===== config.mk =====
export PLATFORM = sky130hd
export DESIGN_NAME = page_access_logger
export DESIGN_NICKNAME = d
export VERILOG_FILES = /design/src/rtl/pal_pkg.sv /design/src/rtl/pal_classify.sv /design/src/rtl/pal_log_ring.sv /design/src/rtl/pal_irq_flag.sv /design/src/rtl/page_access_logger.sv
export SDC_FILE = /design/constraint.sdc
export NUM_CORES = 1
export LEC_CHECK = 0
export BUFFER_PORTS_ARGS = -buffer_cell sky130_fd_sc_hd__buf_4
export CORE_MARGIN = 5
export CORE_UTILIZATION = 40
export CTS_CLUSTER_SIZE = 25
export DETAILED_ROUTE_END_ITERATION = 12
export MAX_ROUTING_LAYER = met4
export PLACE_DENSITY = 0.6
export SYNTH_ARGS = -nofsm -noshare
export SYNTH_HDL_FRONTEND = slang
export SYNTH_HIERARCHICAL = 1
export SYNTH_SLANG_ARGS = --single-unit

===== constraint.sdc =====
create_clock -name clk -period 6.85 [get_ports clk]
set_clock_uncertainty 0.1 [all_clocks]
set_input_delay 1.37 -clock clk [delete_from_list [all_inputs] [get_ports clk]]
set_output_delay 1.37 -clock clk [all_outputs]
set_load 0.02 [all_outputs]

===== src/rtl/pal_pkg.sv =====
package pal_pkg;

  typedef enum logic [1:0] {
    CPL_PASS  = 2'd0,
    CPL_WLOG  = 2'd1,
    CPL_FAULT = 2'd2,
    CPL_RLOG  = 2'd3
  } cpl_code_e;

  typedef struct packed {
    logic      mem_wr;
    logic      mem_rd;
    logic      rec;
    logic      keep;
    logic      is_rd;
    cpl_code_e code;
  } pal_action_t;

  // Decision table: what a request does given its page attributes.
  function automatic pal_action_t decide(input logic wr, input logic w,
                                         input logic wl, input logic wld,
                                         input logic rl, input logic rld);
    pal_action_t a;
    a = '0;
    a.code = CPL_PASS;
    if (wr) begin
      if (w) begin
        a.mem_wr = 1'b1;
      end else if (wl) begin
        a.rec  = 1'b1;
        a.keep = wld;
        a.code = CPL_WLOG;
      end else begin
        a.code = CPL_FAULT;
      end
    end else begin
      a.mem_rd = 1'b1;
      a.is_rd  = 1'b1;
      if (rl) begin
        a.rec  = 1'b1;
        a.keep = rld;
        a.code = CPL_RLOG;
      end
    end
    return a;
  endfunction

  function automatic int unsigned ring_next(input int unsigned p, input int unsigned depth);
    return (p + 1 == depth) ? 0 : p + 1;
  endfunction

  function automatic int unsigned ring_slot(input int unsigned base, input int unsigned off,
                                            input int unsigned depth);
    int unsigned s;
    s = base + off;
    return (s >= depth) ? s - depth : s;
  endfunction

endpackage


===== src/rtl/pal_classify.sv =====
module pal_classify
  import pal_pkg::*;
(
  input  logic        wr,
  input  logic        w,
  input  logic        wl,
  input  logic        wld,
  input  logic        rl,
  input  logic        rld,
  output pal_action_t act
);
  always_comb act = decide(wr, w, wl, wld, rl, rld);
endmodule


===== src/rtl/pal_log_ring.sv =====
module pal_log_ring
  import pal_pkg::*;
#(
  parameter int REC_W = 50,
  parameter int DEPTH = 4,
  localparam int IW = (DEPTH > 1) ? $clog2(DEPTH) : 1,
  localparam int CW = $clog2(DEPTH + 1)
) (
  input  logic             clk,
  input  logic             rst_n,
  input  logic             push,
  input  logic [REC_W-1:0] push_rec,
  input  logic             pop_req,
  input  logic [IW-1:0]    rd_off,
  output logic [REC_W-1:0] rd_rec,
  output logic [CW-1:0]    count,
  output logic             full
);
  logic [REC_W-1:0] slots [DEPTH];
  logic [IW-1:0]    head, tail;
  logic             push_ok, pop_ok;

  assign full    = (count == CW'(DEPTH));
  assign push_ok = push && !full;
  assign pop_ok  = pop_req && (count != '0);

  always_ff @(posedge clk) begin
    if (push_ok) slots[head] <= push_rec;
  end

  always_ff @(posedge clk) begin
    if (!rst_n) begin
      head  <= '0;
      tail  <= '0;
      count <= '0;
    end else begin
      if (push_ok) head <= IW'(ring_next(32'(head), DEPTH));
      if (pop_ok)  tail <= IW'(ring_next(32'(tail), DEPTH));
      case ({push_ok, pop_ok})
        2'b10:   count <= count + CW'(1);
        2'b01:   count <= count - CW'(1);
        default: count <= count;
      endcase
    end
  end

  assign rd_rec = slots[IW'(ring_slot(32'(tail), 32'(rd_off), DEPTH))];


  no_overflow_chk: assert property (@(posedge clk) disable iff (!rst_n)
    push |-> !full);

  empty_pop_chk: assert property (@(posedge clk) disable iff (!rst_n)
    (pop_req && count == '0 && !push) |=> count == '0);

  count_step_chk: assert property (@(posedge clk) disable iff (!rst_n)
    (push && !full && !pop_req) |=> count == $past(count) + CW'(1));
endmodule


===== src/rtl/pal_irq_flag.sv =====
module pal_irq_flag (
  input  logic clk,
  input  logic rst_n,
  input  logic set,
  input  logic clear,
  output logic irq
);
  always_ff @(posedge clk) begin
    if (!rst_n)     irq <= 1'b0;
    else if (set)   irq <= 1'b1;
    else if (clear) irq <= 1'b0;
  end


  irq_cause_chk: assert property (@(posedge clk) disable iff (!rst_n)
    $rose(irq) |-> $past(set));

  irq_clear_chk: assert property (@(posedge clk) disable iff (!rst_n)
    (clear && !set) |=> !irq);
endmodule


===== src/rtl/page_access_logger.sv =====
module page_access_logger
  import pal_pkg::*;
#(
  parameter int AW        = 16,
  parameter int DW        = 32,
  parameter int PAGE_BITS = 8,
  parameter int NLOGS     = 2,
  parameter int DEPTH     = 4,
  localparam int LW    = (NLOGS > 1) ? $clog2(NLOGS) : 1,
  localparam int IW    = (DEPTH > 1) ? $clog2(DEPTH) : 1,
  localparam int CW    = $clog2(DEPTH + 1),
  localparam int PW    = AW - PAGE_BITS,
  localparam int REC_W = 2 + AW + DW
) (
  input  logic             clk,
  input  logic             rst_n,
  input  logic             req_valid,
  output logic             req_ready,
  input  logic             req_write,
  input  logic [AW-1:0]    req_addr,
  input  logic [DW-1:0]    req_data,
  output logic [PW-1:0]    attr_page,
  input  logic             attr_wperm,
  input  logic             attr_wlog,
  input  logic             attr_wlogdata,
  input  logic             attr_rlog,
  input  logic             attr_rlogdata,
  input  logic [LW-1:0]    attr_log_id,
  output logic             mem_we,
  output logic             mem_re,
  output logic [AW-1:0]    mem_addr,
  output logic [DW-1:0]    mem_wdata,
  output logic             cpl_valid,
  output logic [1:0]       cpl_code,
  output logic [AW-1:0]    cpl_addr,
  input  logic             sw_pop,
  input  logic [LW-1:0]    sw_log_sel,
  input  logic [IW-1:0]    sw_rd_idx,
  output logic [CW-1:0]    sw_count,
  output logic [AW-1:0]    sw_rec_addr,
  output logic [DW-1:0]    sw_rec_data,
  output logic [1:0]       sw_rec_flags,
  output logic [NLOGS-1:0] irq
);
  pal_action_t      act;
  logic             acc, full_sel;
  logic [REC_W-1:0] new_rec;
  logic [NLOGS-1:0] push_v, pop_v, full_v, popped_v;
  logic [REC_W-1:0] rd_v  [NLOGS];
  logic [CW-1:0]    cnt_v [NLOGS];
  logic [REC_W-1:0] sel_rec;

  assign attr_page = req_addr[AW-1:PAGE_BITS];

  pal_classify u_cls (
    .wr (req_write), .w (attr_wperm), .wl (attr_wlog), .wld (attr_wlogdata),
    .rl (attr_rlog), .rld (attr_rlogdata), .act (act)
  );

  always_comb begin
    full_sel = 1'b0;
    for (int i = 0; i < NLOGS; i++)
      if (attr_log_id == LW'(i)) full_sel = full_v[i];
  end

  assign req_ready = !(act.rec && full_sel);
  assign acc       = req_valid && req_ready;
  assign new_rec   = {act.is_rd, act.keep, req_addr, act.keep ? req_data : '0};

  generate
    for (genvar g = 0; g < NLOGS; g++) begin : g_log
      assign push_v[g]   = acc && act.rec && (attr_log_id == LW'(g));
      assign pop_v[g]    = sw_pop && (sw_log_sel == LW'(g));
      assign popped_v[g] = pop_v[g] && (cnt_v[g] != '0);

      pal_log_ring #(.REC_W(REC_W), .DEPTH(DEPTH)) u_ring (
        .clk (clk), .rst_n (rst_n), .push (push_v[g]), .push_rec (new_rec),
        .pop_req (pop_v[g]), .rd_off (sw_rd_idx), .rd_rec (rd_v[g]),
        .count (cnt_v[g]), .full (full_v[g])
      );

      pal_irq_flag u_irq (
        .clk (clk), .rst_n (rst_n), .set (push_v[g]), .clear (popped_v[g]),
        .irq (irq[g])
      );
    end
  endgenerate

  always_comb begin
    sel_rec  = '0;
    sw_count = '0;
    for (int i = 0; i < NLOGS; i++)
      if (sw_log_sel == LW'(i)) begin
        sel_rec  = rd_v[i];
        sw_count = cnt_v[i];
      end
  end

  assign sw_rec_flags = sel_rec[REC_W-1 -: 2];
  assign sw_rec_addr  = sel_rec[DW +: AW];
  assign sw_rec_data  = sel_rec[DW-1:0];

  always_ff @(posedge clk) begin
    if (!rst_n) begin
      mem_we    <= 1'b0;
      mem_re    <= 1'b0;
      mem_addr  <= '0;
      mem_wdata <= '0;
      cpl_valid <= 1'b0;
      cpl_code  <= 2'(CPL_PASS);
      cpl_addr  <= '0;
    end else begin
      mem_we    <= acc && act.mem_wr;
      mem_re    <= acc && act.mem_rd;
      cpl_valid <= acc;
      if (acc) begin
        mem_addr  <= req_addr;
        mem_wdata <= req_data;
        cpl_code  <= 2'(act.code);
        cpl_addr  <= req_addr;
      end
    end
  end


  wprot_no_mem_write_chk: assert property (@(posedge clk) disable iff (!rst_n)
    (acc && req_write && !attr_wperm) |=> (!mem_we && cpl_code != 2'(CPL_PASS)));

  pass_has_mem_chk: assert property (@(posedge clk) disable iff (!rst_n)
    (cpl_valid && cpl_code == 2'(CPL_PASS)) |-> (mem_we || mem_re));

  single_push_chk: assert property (@(posedge clk) disable iff (!rst_n)
    $onehot0(push_v));

  stall_no_cpl_chk: assert property (@(posedge clk) disable iff (!rst_n)
    (req_valid && !req_ready) |=> !cpl_valid);
endmodule


==> results of run 1 <==
==> synth_stat cells, types with 8 or more instances <==
library cell,number
sky130_fd_sc_hd__edfxtp_1,400
sky130_fd_sc_hd__nand4_1,50
sky130_fd_sc_hd__and3b_1,42
sky130_fd_sc_hd__inv_1,24
sky130_fd_sc_hd__nor2_1,10
sky130_fd_sc_hd__and3_1,10
sky130_fd_sc_hd__mux2_2,53
sky130_fd_sc_hd__buf_2,32
sky130_fd_sc_hd__clkbuf_1,23
sky130_fd_sc_hd__nand3_1,52
sky130_fd_sc_hd__buf_6,28
sky130_fd_sc_hd__mux4_1,100
sky130_fd_sc_hd__ha_1,15
sky130_fd_sc_hd__dfxtp_1,69
sky130_fd_sc_hd__and3b_2,8
sky130_fd_sc_hd__buf_4,28
sky130_fd_sc_hd__and2_1,34
sky130_fd_sc_hd__a21oi_1,10
sky130_fd_sc_hd__a31oi_1,50
sky130_fd_sc_hd__o211ai_2,49
==> area by class of cell <==
cell class              instances  share of cell area, %
clock buffers                  70                   5.87
clock inverters                21                   1.02
multi-input cells             535                   26.3
inverters                      24                  0.379
well taps                     672                   3.54
flip-flops and latches        469                   56.3
repair buffers                205                   6.53
==> per-stage QoR <==
stage          hold slack, ns  power, mW  instances  utilization [%]  setup slack (ns)
2_1_floorplan           0.366       3.64       1141                -              2.50
3_3_place_gp            0.393       3.90       1905             44.0              1.70
3_5_place_dp            0.404       3.91       1905             44.0              1.69
4_1_cts                 0.413       6.56       1996             47.3              1.69
5_1_grt                 0.438       6.71       1996             47.3              1.65
6_report                0.412       6.49       1996             47.3              1.71
==> per-layer routing <==
metal / up-vias / share of wire [%] / GRT usage [%]
met4: 0 / 1.7 / 4.19
li1: 4972 / - / -
met1: 5804 / 44 / 24.1
met2: 309 / 49 / 29.0
met5: - / 0 / -
met3: 60 / 5.3 / 3.08
==> worst max-delay path, stage by stage <==
cell and delay (ns):
sky130_fd_sc_hd__buf_4 0.14, sky130_fd_sc_hd__ha_4 0.96, sky130_fd_sc_hd__mux4_1 0.67, sky130_fd_sc_hd__mux2_2 0.32, sky130_fd_sc_hd__buf_4 0.17
==> power by group <==
| group | leakage (nW) | switching, mW | internal [mW] | total (mW) |
|---|---|---|---|---|
| clock network | 0.785 | 1.11 | 1.54 | 2.65 |
| registers | 4.13 | 0.0373 | 3.15 | 3.18 |
| logic | 3.61 | 0.377 | 0.279 | 0.656 |
| total | 8.52 | 1.52 | 4.97 | 6.49 |
==> logic make-up (layout without fill, tap and decap cells) <==
family | after synthesis | count (layout)
AO/OA/AOI/OAI | 126 | 126
XOR/XNOR | 8 | 8
adder cells (fa/ha/maj) | 17 | 17
buffers and inverters | 137 | 320
flip-flops | 469 | 469
multiplexers | 156 | 156
AND/OR/NAND/NOR | 228 | 228
==> worst min-delay path by stage <==
stage,cells after the start,to,startpoint
after detailed placement,2,mem_wdata[14],mem_wdata[14]
after CTS,2,mem_wdata[14],mem_wdata[14]
after global routing,2,mem_wdata[11],mem_wdata[11]
after global placement,2,mem_wdata[8],mem_wdata[8]
final,2,mem_wdata[14],mem_wdata[14]
after floorplan,2,g_log[0].u_ring/tail[0],g_log[0].u_ring/tail[0]
==> flip-flops by register name, summed over array words and instances, names as in the netlist, 2 cells and up <==
| name | cells |
|---|---|
| cpl_code | 2 |
| g_log.u_irq/irq | 2 |
| g_log.u_ring/count | 6 |
| g_log.u_ring/head | 4 |
| g_log.u_ring/slots | 400 |
| g_log.u_ring/tail | 4 |
| mem_addr | 16 |
| mem_wdata | 32 |
==> impl_summary.log, run 1 <==
INFO  metric layout_worst_path_cycle_share = 75.0%
INFO  metric worst_path_arrival_time = 3.67 ns
INFO  metric synth_seq_area_share = 65.6%
INFO  metric rows = 82
INFO  metric gpl.final_weighted_congestion = 0.712
INFO  metric num_io_pins = 195
INFO  metric gr-total-overflow = 0
INFO  metric static-leakage-power = 8.52 nW
INFO  metric syn-mean-instance-area = 17.9 sq um
INFO  metric layout.area.seq = 13,400 sq um
INFO  metric cts.hold.buffers_added = 0
INFO  metric chipHeight = 236 um
INFO  metric count_of_pins_over_their_slew_limit = 0
INFO  metric cts_tree = built
INFO  metric clock_latency = 0.58 ns
INFO  metric combined_area_of_the_multi_input_logic_cells = 6260 sq um
INFO  metric postSynth.topFlopCell = sky130_fd_sc_hd__edfxtp_1
INFO  metric highest_ir_drop_seen_on_vdd = 0.000161 V
INFO  metric synth_top_cell_by_area = sky130_fd_sc_hd__edfxtp_1
INFO  metric worstSetupEndpoint = sw_rec_data[31]
INFO  metric setup.worst_path.start_class = input port
INFO  metric end_kind = primary output
INFO  metric firstDrtPassIters = 5
INFO  metric drt.antenna.violating_nets = 0
INFO  metric finalSetupTns = 0 ns
INFO  metric regToRegStartpoint = g_log[1].u_ring/count[2]
INFO  metric placement.cell_area = 22,100 sq um
INFO  metric synth_seq_cells = 469
INFO  metric pin_count_of_the_biggest_net_entering_global_routing = 68
INFO  metric floorplan.die.width = 236 um
INFO  metric outcome = finished clean
INFO  metric initial_core_util = 40.6%
INFO  metric synth_mux_area_share = 16.0%
INFO  metric post_synth_xor_area_fraction = 0.417%
INFO  metric critical_path_peak_fanout = 50
INFO  metric cts_buffer_depth = 3
INFO  metric worst_setup_path_startpoint = sw_rd_idx[0]
INFO  metric synth_adder_area_share = 1.12%
INFO  metric synth.top_cells.by_area = sky130_fd_sc_hd__edfxtp_1 59%, sky130_fd_sc_hd__mux4_1 13%, sky130_fd_sc_hd__dfxtp_1 6.8%, sky130_fd_sc_hd__o211ai_2 3.0%, sky130_fd_sc_hd__mux2_2 2.9%
INFO  metric grt_antenna_before_repair = 0
INFO  metric max_slew.worst_pin.slew = 1.08 ns
INFO  metric io_buffers = 194
INFO  metric postLayoutCellArea = 23,800 sq um
INFO  metric postSynthCellCount = 1,141
INFO  metric dp.final_hpwl = 27,400 um
INFO  metric core_region_area = 50,300 sq um
INFO  metric synth_enable_flop_cells = 400
INFO  metric grt_pass1_wl = 74,200 um
INFO  metric clkSlewWorstSetupHoldPaths = 0.06 ns
INFO  metric synth_top_area_share = 58.8%
INFO  metric post-cts-setup-buffers = 0
INFO  metric clk_root_buffer_cell = sky130_fd_sc_hd__clkbuf_16
INFO  metric maxCapViolations = 0
INFO  metric timing.final.setup_violations = 0
INFO  metric rsz_0062_raised_after_global_routing = no
INFO  metric ys_async_sr_fraction = 0%
INFO  metric drc_errors = 0
INFO  metric post_synthesis_compound_gate_area_fraction = 5.33%
INFO  metric worstPathRequired = 5.38 ns
INFO  metric max-slew-margin-rel = 28.3%
INFO  metric route.vias.total = 11,145
INFO  metric layout.cells.most_common_list = 400 x sky130_fd_sc_hd__edfxtp_1, 204 x sky130_fd_sc_hd__buf_4, 100 x sky130_fd_sc_hd__mux4_1
INFO  metric synth_simple_gate_area_share = 7.30%
INFO  metric final_common_cell = sky130_fd_sc_hd__edfxtp_1
INFO  metric synthToLayoutAreaGrowth = 16.5%
INFO  metric post_layout_nets = 1,363
INFO  metric hp-class = flip-flop to flip-flop
INFO  metric yosysUniqueCellTypes = 44
INFO  metric finalHoldViolations = 0
INFO  metric setup.reg_to_reg.worst_slack = 3.54 ns
INFO  metric post_drt_wl_per_cell = 25.2 um
INFO  metric reg2reg_depth = 7
INFO  metric netlist_area = 20,400 sq um
INFO  metric postCtsResizedCells = 0
INFO  metric drive_gt1_share = 31.1%
INFO  metric finalWirelength = 50,300 um
INFO  metric dominant_combinational_cell_family_by_area_after_synthesis = multiplexers
INFO  metric power.density = 273 nW/um^2
INFO  metric dr.first_iter.drc_count = 790
INFO  metric cts_max_level = 2
INFO  metric gr-usage-all-layers = 18.0%
INFO  metric fillCellCount = 4,279
INFO  metric crit-reg2reg-capture = mem_re
INFO  metric cts_num_sinks = 469
INFO  metric via_per_inst = 5.58
INFO  metric first_global_vias = 11,382
INFO  metric ys.warnings.count = 6
INFO  metric setup.worst_path.class = input port to primary output
INFO  metric diodes = 0
INFO  metric final_period_minus_worst_setup_slack = 5.14 ns
INFO  metric cts_inserted_buffers = 49
INFO  metric timing.fmax = 195 MHz
INFO  metric dieArea = 55,600 sq um
INFO  metric synthesis.nets = 1,220
(Power assumes the default switching activity.)
==> inputs of run 2 (changes only) <==
PLACE_DENSITY = 0.62   (was 0.6)
clock period = 4.7 ns   (was 6.85 ns; I/O delays follow)
==> run 2 against run 1 <==
Hold slack improved by 0.0013 ns. Wire length fell by 1.2%. Cell area rose by 1.1%. Global-route usage fell by 0.25 points. Via count rose by 1.7%. Register-to-register slack got worse by 1.8 ns.
==> impl_summary.log, run 2 (same netlist as run 1, synthesis figures left out) <==
INFO  metric outcome = finished clean
INFO  metric placement.cell_area = 22,200 sq um
INFO  metric p_int = 7.64 mW
INFO  metric finalWirelength = 49,700 um
INFO  metric via_per_inst = 5.65
INFO  metric grt_antenna_before_repair = 1
INFO  metric timing.final.ws_setup = 0.276 ns
INFO  metric clkSlewWorstSetupHoldPaths = 0.06 ns
INFO  metric critical_path_peak_fanout = 20
INFO  metric highest_ir_drop_seen_on_vdd = 0.000300 V
INFO  metric cts_max_level = 2
INFO  metric proportion_of_power_drawn_by_combinational_gates = 9.7%
INFO  metric worstPathRequired = 3.66 ns
INFO  metric count_of_pins_over_their_slew_limit = 0
INFO  metric first_global_vias = 11,242
INFO  metric chipHeight = 236 um
INFO  metric hp-class = flip-flop to flip-flop
INFO  metric timing.fmax = 226 MHz
INFO  metric rsz_0062_raised_after_global_routing = no
INFO  metric power.density = 410 nW/um^2
INFO  metric dr.first_iter.drc_count = 839
INFO  metric cts_num_sinks = 469
INFO  metric critical_path.max_stage_delay = 0.78 ns
INFO  metric totalPowerFinal = 9.87 mW
INFO  metric firstDrtPassIters = 7
INFO  metric preCtsSetupSlack = 0.220 ns
INFO  metric p_sw_share = 22.6%
INFO  metric drc_errors = 0
INFO  metric finalHoldViolations = 0
INFO  metric synthToLayoutAreaGrowth = 17.8%
INFO  metric maxCapViolations = 0
INFO  metric cts_tree = built
INFO  metric static-leakage-power = 8.68 nW
INFO  metric floorplan.die.width = 236 um
INFO  metric num_io_pins = 195
INFO  metric combined_area_of_the_multi_input_logic_cells = 6260 sq um
INFO  metric registers.top_by_ff_count = g_log.u_ring/slots
INFO  metric regToRegStartpoint = g_log[0].u_ring/count[0]
INFO  metric clock_latency = 0.58 ns
INFO  metric pin_count_of_the_biggest_net_entering_global_routing = 76
INFO  metric layout.cells.non_filler = 2,005
INFO  metric layout.cells.most_common_list = 400 x sky130_fd_sc_hd__edfxtp_1, 207 x sky130_fd_sc_hd__buf_4, 100 x sky130_fd_sc_hd__mux4_1
INFO  metric final_period_minus_worst_setup_slack = 4.42 ns
INFO  metric slowest_stage = sky130_fd_sc_hd__xnor2_4
INFO  metric gpl.final_weighted_congestion = 0.739
INFO  metric gr-usage-all-layers = 17.7%
INFO  metric whs_endpoint = mem_wdata[26]
INFO  metric end_kind = primary output
INFO  metric rows = 82
INFO  metric finish.utilization = 47.8%
INFO  metric post_layout_nets = 1,370
INFO  metric final_common_cell = sky130_fd_sc_hd__edfxtp_1
INFO  metric max_slew.worst_pin.slew = 1.07 ns
INFO  metric grt_pass1_wl = 73,200 um
INFO  metric dp.final_hpwl = 27,700 um
INFO  metric finalSetupTns = 0 ns
INFO  metric worst_path_arrival_time = 3.38 ns
INFO  metric p_switching = 2.23 mW
INFO  metric worst_setup_path_startpoint = sw_rd_idx[0]
INFO  metric cts_inserted_buffers = 49
INFO  metric holdPathStages = 2
INFO  metric setup.worst_path.class = input port to primary output
INFO  metric gr-total-overflow = 0
INFO  metric layout.area.seq = 13,400 sq um
INFO  metric setup.worst_path.start_class = input port
INFO  metric place_inst = 1,912
INFO  metric layout_worst_path_cycle_share = 94.1%
INFO  metric postLayoutCellArea = 24,000 sq um
INFO  metric post_drt_wl_per_cell = 24.8 um
INFO  metric clock_power_share = 43.3%
INFO  metric postCtsResizedCells = 0
INFO  metric largest_reg_flops = 400
INFO  metric crit-reg2reg-capture = mem_wdata[30]
INFO  metric clk_root_buffer_cell = sky130_fd_sc_hd__clkbuf_16
INFO  metric reg.largest.list = g_log.u_ring/slots x400, mem_wdata x32, mem_addr x16
INFO  metric fillCellCount = 4,285
INFO  metric final.hold.worst_slack = 0.413 ns
INFO  metric critPathMostFrequentCell = sky130_fd_sc_hd__buf_4
INFO  metric cts.hold.buffers_added = 0
INFO  metric cts_buffer_depth = 3
INFO  metric max-slew-margin-rel = 28.8%
INFO  metric reg2reg_depth = 6
INFO  metric route.vias.total = 11,331
INFO  metric hold_path_startpoint = mem_wdata[26]
INFO  metric drt.antenna.violating_nets = 0
INFO  metric core_region_area = 50,300 sq um
INFO  metric worstPathCellList = buf_4 -> ha_4 -> xor2_1 -> xnor2_4 -> buf_4 -> mux4_1 -> mux2_2 -> buf_4
INFO  metric io_buffers = 194
INFO  metric timing.final.setup_violations = 0
INFO  metric share_seq_of_total_power = 47.0%
INFO  metric setup.reg_to_reg.worst_slack = 1.75 ns
INFO  metric initial_core_util = 40.6%
INFO  metric dieArea = 55,600 sq um
INFO  metric post-cts-setup-buffers = 0
INFO  metric drive_gt1_share = 32.3%
-- run 2: cell type report --
type | instances | area share [%]
tap | 672 | 3.50
timing repair buffer | 212 | 6.88
clock inverter | 34 | 1.96
clock buffer | 58 | 5.54
inverter | 24 | 0.375
antenna | 1 | 0.0104
sequential | 469 | 55.7
multi-input combinational | 535 | 26.1
-- run 2: worst max-delay path, delay by kind of cell --
kind	cells	cell delay (ns)
XOR/XNOR	2	0.99
adder cells (fa/ha/maj)	1	0.15
buffers and inverters	3	0.65
multiplexers	2	0.62
-- run 2: power by group through the flow --
stage	clock, mW	combinational (mW)	sequential [mW]
floorplan	0	0.547	4.76
global placement	0	0.962	4.72
detailed placement	0	0.974	4.73
CTS	4.35	0.976	4.64
global route	4.54	1.02	4.64
finish	4.27	0.962	4.64
-- run 2: per-layer routing --
| metal | track usage, % | share of wire, % | vias to the layer above |
|---|---|---|---|
| li1 | - | - | 4998 |
| met1 | 23.4 | 43 | 5918 |
| met2 | 28.5 | 49 | 355 |
| met3 | 3.71 | 5.9 | 60 |
| met4 | 4.01 | 1.7 | 0 |
| met5 | - | 0 | - |
-- run 2: how the worst max path moves through the flow --
stage	endpoint	slack, ns	depth (start not counted)
finish	sw_rec_data[9]	0.28	8
global route	sw_rec_data[9]	0.19	8
CTS	sw_rec_data[9]	0.20	8
detailed placement	sw_rec_data[9]	0.22	8
global placement	sw_rec_data[6]	0.29	8
floorplan	g_log[1].u_ring/slots[0][0]	0.80	7
